[src/rtl/phy_boot_pkg.sv]
package phy_boot_pkg;

    localparam int ADDR_W = 16;
    localparam int DATA_W = 16;

    localparam logic [ADDR_W-1:0] CLK_RST_ADDR   = 16'h7F3F;
    localparam logic [DATA_W-1:0] CLK_RST_VALUE  = 16'h0001;
    localparam logic [ADDR_W-1:0] LANE_STAT_ADDR = 16'h2003;
    localparam logic [DATA_W-1:0] PLL_LOCK_MASK  = 16'h0002;

    typedef enum logic [2:0] {
        ST_IDLE,
        ST_RST_WR,
        ST_PAUSE,
        ST_READ,
        ST_WAIT,
        ST_DONE,
        ST_FAIL
    } boot_state_e;

    typedef struct packed {
        logic              valid;
        logic              write;
        logic [ADDR_W-1:0] addr;
        logic [DATA_W-1:0] wdata;
    } phy_req_t;

    function automatic int reload_of(input int hz);
        return hz / 1000;
    endfunction

    function automatic int pause_cycles(input int hz, input int us);
        return (hz / 1_000_000) * us;
    endfunction

endpackage

[src/rtl/phy_boot_pause.sv]
module phy_boot_pause #(
    parameter int DLY_CYC = 100
) (
    input  logic clk,
    input  logic rst,
    input  logic run,
    output logic expired
);
    localparam int CW = $clog2(DLY_CYC + 1);

    logic [CW-1:0] cnt;

    always_ff @(posedge clk) begin
        if (rst || !run) begin
            cnt <= '0;
        end else begin
            cnt <= cnt + 1'b1;
        end
    end

    assign expired = run && (cnt == CW'(DLY_CYC - 1));
endmodule

[src/rtl/phy_boot_tries.sv]
module phy_boot_tries #(
    parameter int MAX_TRIES = 50
) (
    input  logic clk,
    input  logic rst,
    input  logic clr,
    input  logic inc,
    output logic last
);
    localparam int TW = $clog2(MAX_TRIES + 1);

    logic [TW-1:0] cnt;

    always_ff @(posedge clk) begin
        if (rst || clr) begin
            cnt <= '0;
        end else if (inc) begin
            cnt <= cnt + 1'b1;
        end
    end

    assign last = (cnt == TW'(MAX_TRIES));
endmodule

[src/rtl/phy_boot_fsm.sv]
module phy_boot_fsm
    import phy_boot_pkg::*;
(
    input  logic        clk,
    input  logic        rst,
    input  logic        start,
    input  logic        pause_over,
    input  logic        tries_last,
    input  logic        resp_done,
    input  logic        resp_err,
    input  logic        lock_seen,
    output boot_state_e state,
    output logic        tries_clr,
    output logic        tries_inc
);
    boot_state_e nxt;
    logic        can_start;

    assign can_start = (state == ST_IDLE) || (state == ST_DONE) || (state == ST_FAIL);
    assign tries_clr = can_start && start;
    assign tries_inc = (state == ST_READ);

    always_comb begin
        nxt = state;
        unique case (state)
            ST_IDLE, ST_DONE, ST_FAIL: if (start) nxt = ST_RST_WR;
            ST_RST_WR:                 nxt = ST_PAUSE;
            ST_PAUSE:                  if (pause_over) nxt = ST_READ;
            ST_READ:                   nxt = ST_WAIT;
            ST_WAIT: begin
                if (resp_err) begin
                    nxt = ST_FAIL;
                end else if (resp_done) begin
                    if (lock_seen)       nxt = ST_DONE;
                    else if (tries_last) nxt = ST_FAIL;
                    else                 nxt = ST_PAUSE;
                end
            end
            default:                   nxt = ST_IDLE;
        endcase
    end

    always_ff @(posedge clk) begin
        if (rst) state <= ST_IDLE;
        else     state <= nxt;
    end
endmodule

[src/rtl/sata_phy_boot.sv]
module sata_phy_boot
    import phy_boot_pkg::*;
#(
    parameter int BUS_HZ    = 132_000_000,
    parameter int DELAY_US  = 100,
    parameter int MAX_TRIES = 50
) (
    input  logic        clk,
    input  logic        rst,
    input  logic        start,
    output logic        req_valid,
    output logic        req_write,
    output logic [15:0] req_addr,
    output logic [15:0] req_wdata,
    input  logic        resp_done,
    input  logic        resp_err,
    input  logic [15:0] resp_rdata,
    output logic        busy,
    output logic        ready,
    output logic        error,
    output logic [31:0] tick_reload,
    output logic        cap_staggered,
    output logic        port0_impl
);
    localparam int          DLY_CYC    = pause_cycles(BUS_HZ, DELAY_US);
    localparam logic [31:0] RELOAD_VAL = 32'(reload_of(BUS_HZ));

    boot_state_e state;
    logic        pause_over, tries_last, tries_clr, tries_inc, lock_seen;
    phy_req_t    req;

    // Lock decision masks the whole word so only the PLL-state bit matters.
    assign lock_seen = (resp_rdata & PLL_LOCK_MASK) == PLL_LOCK_MASK;

    phy_boot_fsm u_fsm (
        .clk        (clk),
        .rst        (rst),
        .start      (start),
        .pause_over (pause_over),
        .tries_last (tries_last),
        .resp_done  (resp_done),
        .resp_err   (resp_err),
        .lock_seen  (lock_seen),
        .state      (state),
        .tries_clr  (tries_clr),
        .tries_inc  (tries_inc)
    );

    phy_boot_pause #(.DLY_CYC(DLY_CYC)) u_pause (
        .clk     (clk),
        .rst     (rst),
        .run     (state == ST_PAUSE),
        .expired (pause_over)
    );

    phy_boot_tries #(.MAX_TRIES(MAX_TRIES)) u_tries (
        .clk  (clk),
        .rst  (rst),
        .clr  (tries_clr),
        .inc  (tries_inc),
        .last (tries_last)
    );

    always_comb begin
        req = '0;
        if (state == ST_RST_WR) begin
            req.valid = 1'b1;
            req.write = 1'b1;
            req.addr  = CLK_RST_ADDR;
            req.wdata = CLK_RST_VALUE;
        end else if (state == ST_READ) begin
            req.valid = 1'b1;
            req.addr  = LANE_STAT_ADDR;
        end
    end

    assign req_valid     = req.valid;
    assign req_write     = req.write;
    assign req_addr      = req.addr;
    assign req_wdata     = req.wdata;

    assign ready         = (state == ST_DONE);
    assign error         = (state == ST_FAIL);
    assign busy          = !(state == ST_IDLE || ready || error);
    assign tick_reload   = ready ? RELOAD_VAL : 32'd0;
    assign cap_staggered = ready;
    assign port0_impl    = ready;
endmodule

[config.mk]
export PLATFORM = sky130hd
export DESIGN_NAME = sata_phy_boot
export DESIGN_NICKNAME = d
export VERILOG_FILES = /design/src/rtl/phy_boot_pkg.sv /design/src/rtl/phy_boot_pause.sv /design/src/rtl/phy_boot_tries.sv /design/src/rtl/phy_boot_fsm.sv /design/src/rtl/sata_phy_boot.sv
export SDC_FILE = /design/constraint.sdc
export NUM_CORES = 1
export LEC_CHECK = 0
export ABC_AREA = 1
export BUFFER_PORTS_ARGS = -buffer_cell sky130_fd_sc_hd__buf_2
export CAP_MARGIN = 25
export CORE_AREA = 2 2 65 67
export DETAILED_ROUTE_END_ITERATION = 8
export DIE_AREA = 0 0 67 69
export PLACE_DENSITY = 0.79
export SLEW_MARGIN = 20
export SYNTH_ARGS = -nofsm -noshare
export SYNTH_HDL_FRONTEND = slang
export SYNTH_SLANG_ARGS = --single-unit
[constraint.sdc]
create_clock -name clk -period 1.5 [get_ports clk]
set_input_delay 0.3 -clock clk [delete_from_list [all_inputs] [get_ports clk]]
set_output_delay 0.3 -clock clk [all_outputs]
set_load 0.01 [all_outputs]
==> results of run 1 <==
==> sequential cells by signal, indices dropped and copies added, names as in the netlist <==
name         count
u_tries.cnt      6
u_pause.cnt     14
u_fsm.state      3
==> per-stage QoR <==
| stage | worst slack (ns) | hold WS, ns | util | power, mW |
|---|---|---|---|---|
| global placement | 0.0760 | 0.432 | 0.413 | 1.66 |
| global route | 0.0120 | 0.281 | 0.450 | 2.43 |
| detailed placement | 0.0714 | 0.439 | 0.413 | 1.67 |
| floorplan | 0.0703 | 0.369 | - | 1.71 |
| CTS | 0.00670 | 0.273 | 0.429 | 2.10 |
| finish | 0.0775 | 0.275 | 0.450 | 2.24 |
==> path summary, 6_finish.rpt <==
path / from / end / slack (ns) / cells past startpoint
max: u_fsm.state[2] / busy / 0.08 / 5
min: rst / u_fsm.state[2] / 0.28 / 2
max reg2reg: u_fsm.state[0] / u_pause.cnt[5] / 0.16 / 6
min reg2reg: u_pause.cnt[0] / u_pause.cnt[0] / 0.42 / 1
==> power by group <==
group,switching [mW],total [mW],internal (mW)
registers,0.0619,0.730,0.668
logic,0.664,1.12,0.461
clock network,0.196,0.381,0.185
total,0.922,2.24,1.31
==> synthesized netlist by cell type <==
| master | instances | area (um^2) |
|---|---|---|
| inv_2 | 3 | 11.3 |
| o21ai_2 | 1 | 8.76 |
| a21oi_1 | 10 | 50.1 |
| nand3b_1 | 2 | 15.0 |
| nor3_1 | 4 | 20.0 |
| inv_4 | 1 | 6.26 |
| nand3_2 | 2 | 20.0 |
| buf_4 | 67 | 503 |
| nor4_1 | 1 | 6.26 |
| nor2_8 | 1 | 20.0 |
| nand2_1 | 38 | 143 |
| nor3b_1 | 1 | 7.51 |
| nor2_1 | 28 | 105 |
| xor2_1 | 2 | 17.5 |
| ha_1 | 3 | 37.5 |
| nand2_2 | 1 | 6.26 |
| dfxtp_1 | 23 | 460 |
| nor3_2 | 2 | 20.0 |
| xnor2_1 | 1 | 8.76 |
| nand4_1 | 2 | 12.5 |
| a21oi_2 | 1 | 8.76 |
| a21o_1 | 1 | 7.51 |
| inv_1 | 28 | 105 |
| conb_1 | 1 | 3.75 |
| o21ai_0 | 8 | 40.0 |
| nor2_2 | 1 | 6.26 |
| nor3b_2 | 1 | 12.5 |
| nand3_1 | 10 | 50.1 |
| or2_2 | 1 | 6.26 |
==> repair_timing <==
action / in CTS / in global routing
pin swaps: 0 / 4
cloned: 0 / 1
setup endpoints to repair: 25 / 28
gates resized for setup: 5 / 23
endpoints found under the hold margin: 0 / 0
setup buffers: 1 / 3
==> routing by layer <==
metal,track usage,share of wire
met2,0.187,0.50
met3,0.0294,0.096
met1,0.128,0.40
met5,0,0
met4,0.0204,0.0064
==> layout make-up <==
cell class	instances	area [um^2]	area share
Multi-Input combinational cell	167	843	0.479
Sequential cell	23	474	0.269
Timing Repair Buffer	37	200	0.114
Inverter	32	128	0.0724
Tap cell	50	62.6	0.0355
Clock buffer	3	41.3	0.0234
Timing Repair inverter	1	7.51	0.00426
Clock inverter	1	5.00	0.00284
==> logic make-up after synthesis <==
group,after synthesis,share of synthesized area
buffers and inverters,99,0.364
AOI/OAI and AO/OA,21,0.0670
and+or+nand+nor,95,0.262
xor gates and xnor gates,3,0.0153
DFF,23,0.268
adders and majority gates,3,0.0218
other,1,0.00218
==> flow_summary.ini, run 1 <==
[finish]
fill_cells = 408
drive_gt1_frac = 0.288
n_antenna_cell = 0
nNetsFinal = 289
layout_commonest_cell = conb_1
stdcell_area_mm2 = 0.00176
layout.cells.non_filler = 314
most-common-layout-cells = conb_1, nand2_1, buf_2
area_growth_pct = 2.47

[placement]
place_inst = 305
hpwl_um = 2000
port-buffer-count = 31
dpl_cell_area_mm2 = 0.00162
place.gp.congestion = 0.787

[synthesis]
ys_ff_latch = 23
syn_area_mm2 = 0.00172
synthCells = 245
yosysSeqAreaShare = 0.268
synth_cell_types = 29
synth_warnings = 0
syn_avg_cell_area_um2 = 7.02

[global_route]
antenna_found_initial = 0
first_global_vias = 1017
track_usage = 0.107
grt_max_degree = 14
grt_pass1_wl_um = 4040
grt_overflow = 0

[timing]
period_share = 0.948
setup_viol = 0
hold_viol = 0
finClkSkew_ns = 0.00591
tns_ns = 0
min_period_ns = 1.42
rsz0062_at_grt = false
max_freq_mhz = 703
drv_slew = 0

[worst_setup_path]
crit_chain = inv_2 > nand2_1 > nand3_2 > inv_2 > buf_2
cp-start-kind = register
worstSetupPathType = register to output port
cp_common_cell = inv_2
critPathMaxFanout = 7
cpPeakStageDelay_ns = 0.41
cp_slowest_cell = dfxtp_4
cp_num_buf_inv = 3
end_kind = output port
required_ns = 1.20
critical_path_arrival_ns = 1.12
path_delay_family = flip-flops

[status]
status = finished, final reports clean

[route]
vias = 1317
drt-total-wl_um = 2490
route.detailed.drc = 0
wire_per_inst_um = 7.92
via_per_inst = 4.19
dr.pass1.iters = 4
drtIter0Drc = 57
postRouteAntennaNets = 0

[floorplan]
start_util = 0.439
die_area_mm2 = 0.00462
die_x_um = 67
rows = 23
io_pins = 92
coreArea_mm2 = 0.00391
die_height_um = 69

[clock_tree]
clock-sinks = 23
clock_path_buffers = 2
htree_num_levels = 1
cts_tree = yes
root_buffer = clkbuf_8
cts_made_buffers = 3
hold_buffers = 0
clock_latency_ns = 0.27
clkSlewWorstSetupHoldPaths_ns = 0.08

[pwr]
leakagePower_nw = 0.850
vdd_drop_max_uv = 707
power_density_mw_per_mm2 = 1270

[flow_run]
maxCapViolations = 0

[min_path]
hold_class = input pin to register
No activity file was read; power rests on OpenSTA's default activity.
==> run 2: changes to the inputs <==
CORE_AREA = 2 2 64 66   (was 2 2 65 67)
DIE_AREA = 0 0 66 68   (was 0 0 67 69)
PLACE_DENSITY = 0.85   (was 0.79)
SYNTH_HIERARCHICAL = 1   (was unset)
clock period = 1.67 ns   (was 1.5 ns; I/O delays follow)
==> run 2 against run 1 <==
  * Cell area rose by 5.5%
  * Clock power shrank 11%
  * Sequential power decreased by 13%
  * Global-route usage is 1.6 points higher
  * Synthesized cell count grew 12%
  * Area after synthesis increased by 8.1%
  * Critical path depth unchanged
  * Core utilization rose by 3.2 points
  * Sequential share of layout area is 2.0 points lower
  * Count of clock-buffer cells in the layout is 1 higher
  * Worst setup slack improved by 0.034 ns
  * Cell count up 9.9%
  * Critical endpoint unchanged
==> flow_summary.ini, run 2 <==
[worst_setup_path]
critPathMaxFanout = 11
reg2reg_depth = 9
cpPeakStageDelay_ns = 0.35
crit_chain = buf_4 > inv_2 > nor2_4 > nor2_2 > buf_2
end_kind = output port
required_ns = 1.34
cp-start-kind = register
reg2reg_slack_ns = 0.17
r2r_end = u_tries/cnt[5]
worstSetupPathType = register to output port
critical_path_arrival_ns = 1.22
cp_slowest_cell = dfxtp_1
rr_startpoint = u_fsm/state[0]

[timing]
finClkSkew_ns = 0.00334
min_period_ns = 1.56
max_freq_mhz = 642
hold_viol = 0
whs_ns = 0.426
tns_ns = 0
rsz0062_at_grt = true
drv_slew = 0
setup_viol = 0
period_share = 0.933

[finish]
final_util = 0.482
most-common-layout-cells = nand2_1, conb_1, nor2_1
fill_cells = 383
reg_top3 = u_pause/cnt (14), u_tries/cnt (6), u_fsm/state (3)
largest_reg_flops = 14
nNetsFinal = 320
top_register = u_pause/cnt
n_antenna_cell = 0
seq_area_um2 = 463
drive_gt1_frac = 0.244
area_growth_pct = 0.0672
multiInputGateArea_um2 = 957

[synthesis]
ys_ff_latch = 23
yosysMostFrequentCell = buf_4
synth_warnings = 6
synthArstFlopShare = 0
synthXorXnorAreaFrac = 0
synth_edf_count = 0
synth_cell_types = 22
synth_ff_type = dfxtp_1
yosys-top-cells-count = buf_4, nand2_1, nor2_1
synth_top_family_by_area = buffers and inverters
yosys.area.top_type_share = 0.267
synthMuxAreaShare = 0
synth-adder-area-share = 0.0202
syn_avg_cell_area_um2 = 6.76
synth-simple-area-share = 0.331
synth_compound_area_frac = 0.0660
yosysSeqAreaShare = 0.248
synthCells = 275
synth_top_area_cell = buf_4
syn_area_mm2 = 0.00186
synth.area.top_cells = buf_4, dfxtp_1, nand2_1

[route]
dr_wl_met3_um = 210
drt-total-wl_um = 2910
drtIter0Drc = 87
route.detailed.drc = 0
via_per_inst = 4.35
vias = 1502
postRouteAntennaNets = 0
wire_per_inst_um = 8.45
dr.pass1.iters = 5
routed.top_layer = met4
wl_met2_um = 1430
wl_met1_um = 1250

[clock_tree]
htree_num_levels = 1
clock-sinks = 23
clkSlewWorstSetupHoldPaths_ns = 0.08
clock_path_buffers = 2
clock_latency_ns = 0.26
cts_made_buffers = 3
root_buffer = clkbuf_8
post_cts_buffers = 0
cts_tree = yes

[min_path]
hold_path.startpoint = rst
min_delay_path_depth = 4
whs_endpoint = u_tries/cnt[3]
hold_class = input pin to register

[floorplan]
io_pins = 92
die_x_um = 66
die_area_mm2 = 0.00449
rows = 23
coreArea_mm2 = 0.00386
start_util = 0.482
die_height_um = 68

[pwr]
vdd_drop_max_uv = 329
leakagePower_nw = 0.906
power_density_mw_per_mm2 = 1200

[placement]
place.gp.congestion = 0.845
hpwl_um = 2330
port-buffer-count = 31

[global_route]
track_usage = 0.123
grt_pass1_wl_um = 4420
antenna_found_initial = 0
grt_overflow = 0
grt_max_degree = 13
first_global_vias = 1134

[status]
status = finished, final reports clean

[flow_run]
maxCapViolations = 0
run 2: cell types whose count changed in the layout (fill, tap and decap cells not counted), sizes merged, moves of 3 or more:
cell / delta
a21oi: +3
nand2: +13
nand3: +6
nor2: +18
nor3: -3
o21ai: -3
run 2: worst max path at each step:
stage / start / end / slack, ns / depth (start not counted)
final: u_fsm/state[2] / busy / 0.11 / 5
after global routing: u_fsm/state[0] / u_tries/cnt[5] / -0.009 / 9
after CTS: u_fsm/state[2] / busy / 0.05 / 5
after global placement: u_pause/cnt[0] / u_fsm/state[2] / 0.12 / 12
after detailed placement: u_pause/cnt[0] / u_fsm/state[2] / 0.09 / 12
after floorplan: u_fsm/state[0] / req_addr[10] / 0.03 / 3
run 2: worst max-delay path: cells and delay by family (launching register included):
kind,cells,cell delay [ns]
buf+inv,3,0.40
flops,1,0.35
simple gates,2,0.22
run 2: layer usage:
| layer | global-route usage | vias up |
|---|---|---|
| li1 | - | 782 |
| met1 | 0.142 | 657 |
| met2 | 0.236 | 61 |
| met3 | 0.0164 | 2 |
| met4 | 0.0357 | 0 |
| met5 | 0 | - |
run 2: cell type report:
class	instances	area share
inverter	33	0.0666
clock buffer	4	0.0242
multi-input combinational	197	0.515
tap	50	0.0336
timing repair buffer	38	0.112
sequential	23	0.249
run 2: logic make-up (layout without fill, tap and decap cells):
logic type               count (synthesis)  count (layout)
AO/OA/AOI/OAI                           23              23
adder cells (fa/ha/maj)                  3               3
other                                    1              45
buffers and inverters                   99              75
AND/OR/NAND/NOR                        126             126
flip-flops                              23              23
run 2: what timing repair did:
action	in CTS	in global routing
gates resized for setup	0	5
setup endpoints to repair	0	16
hold buffers	0	0
run 2: per-stage QoR:
step                      instance area, um^2  worst slack [ns]  std cells  power, mW
after detailed placement                 1800            0.0859        341       1.87
after floorplan                          2020            0.0287        319       1.81
after global placement                   1800             0.116        341       1.84
after CTS                                1840            0.0485        345       2.21
final                                    1860             0.112        345       2.23
after global routing                     1860          -0.00899        345       2.43
run 2: report_power, final:
| group | total [mW] | internal (mW) | leakage, nW | switching [mW] |
|---|---|---|---|---|
| Clock | 0.340 | 0.170 | 0.0228 | 0.170 |
| Sequential | 0.638 | 0.596 | 0.187 | 0.0420 |
| Combinational | 1.25 | 0.471 | 0.696 | 0.780 |
| Total | 2.23 | 1.24 | 0.906 | 0.992 |
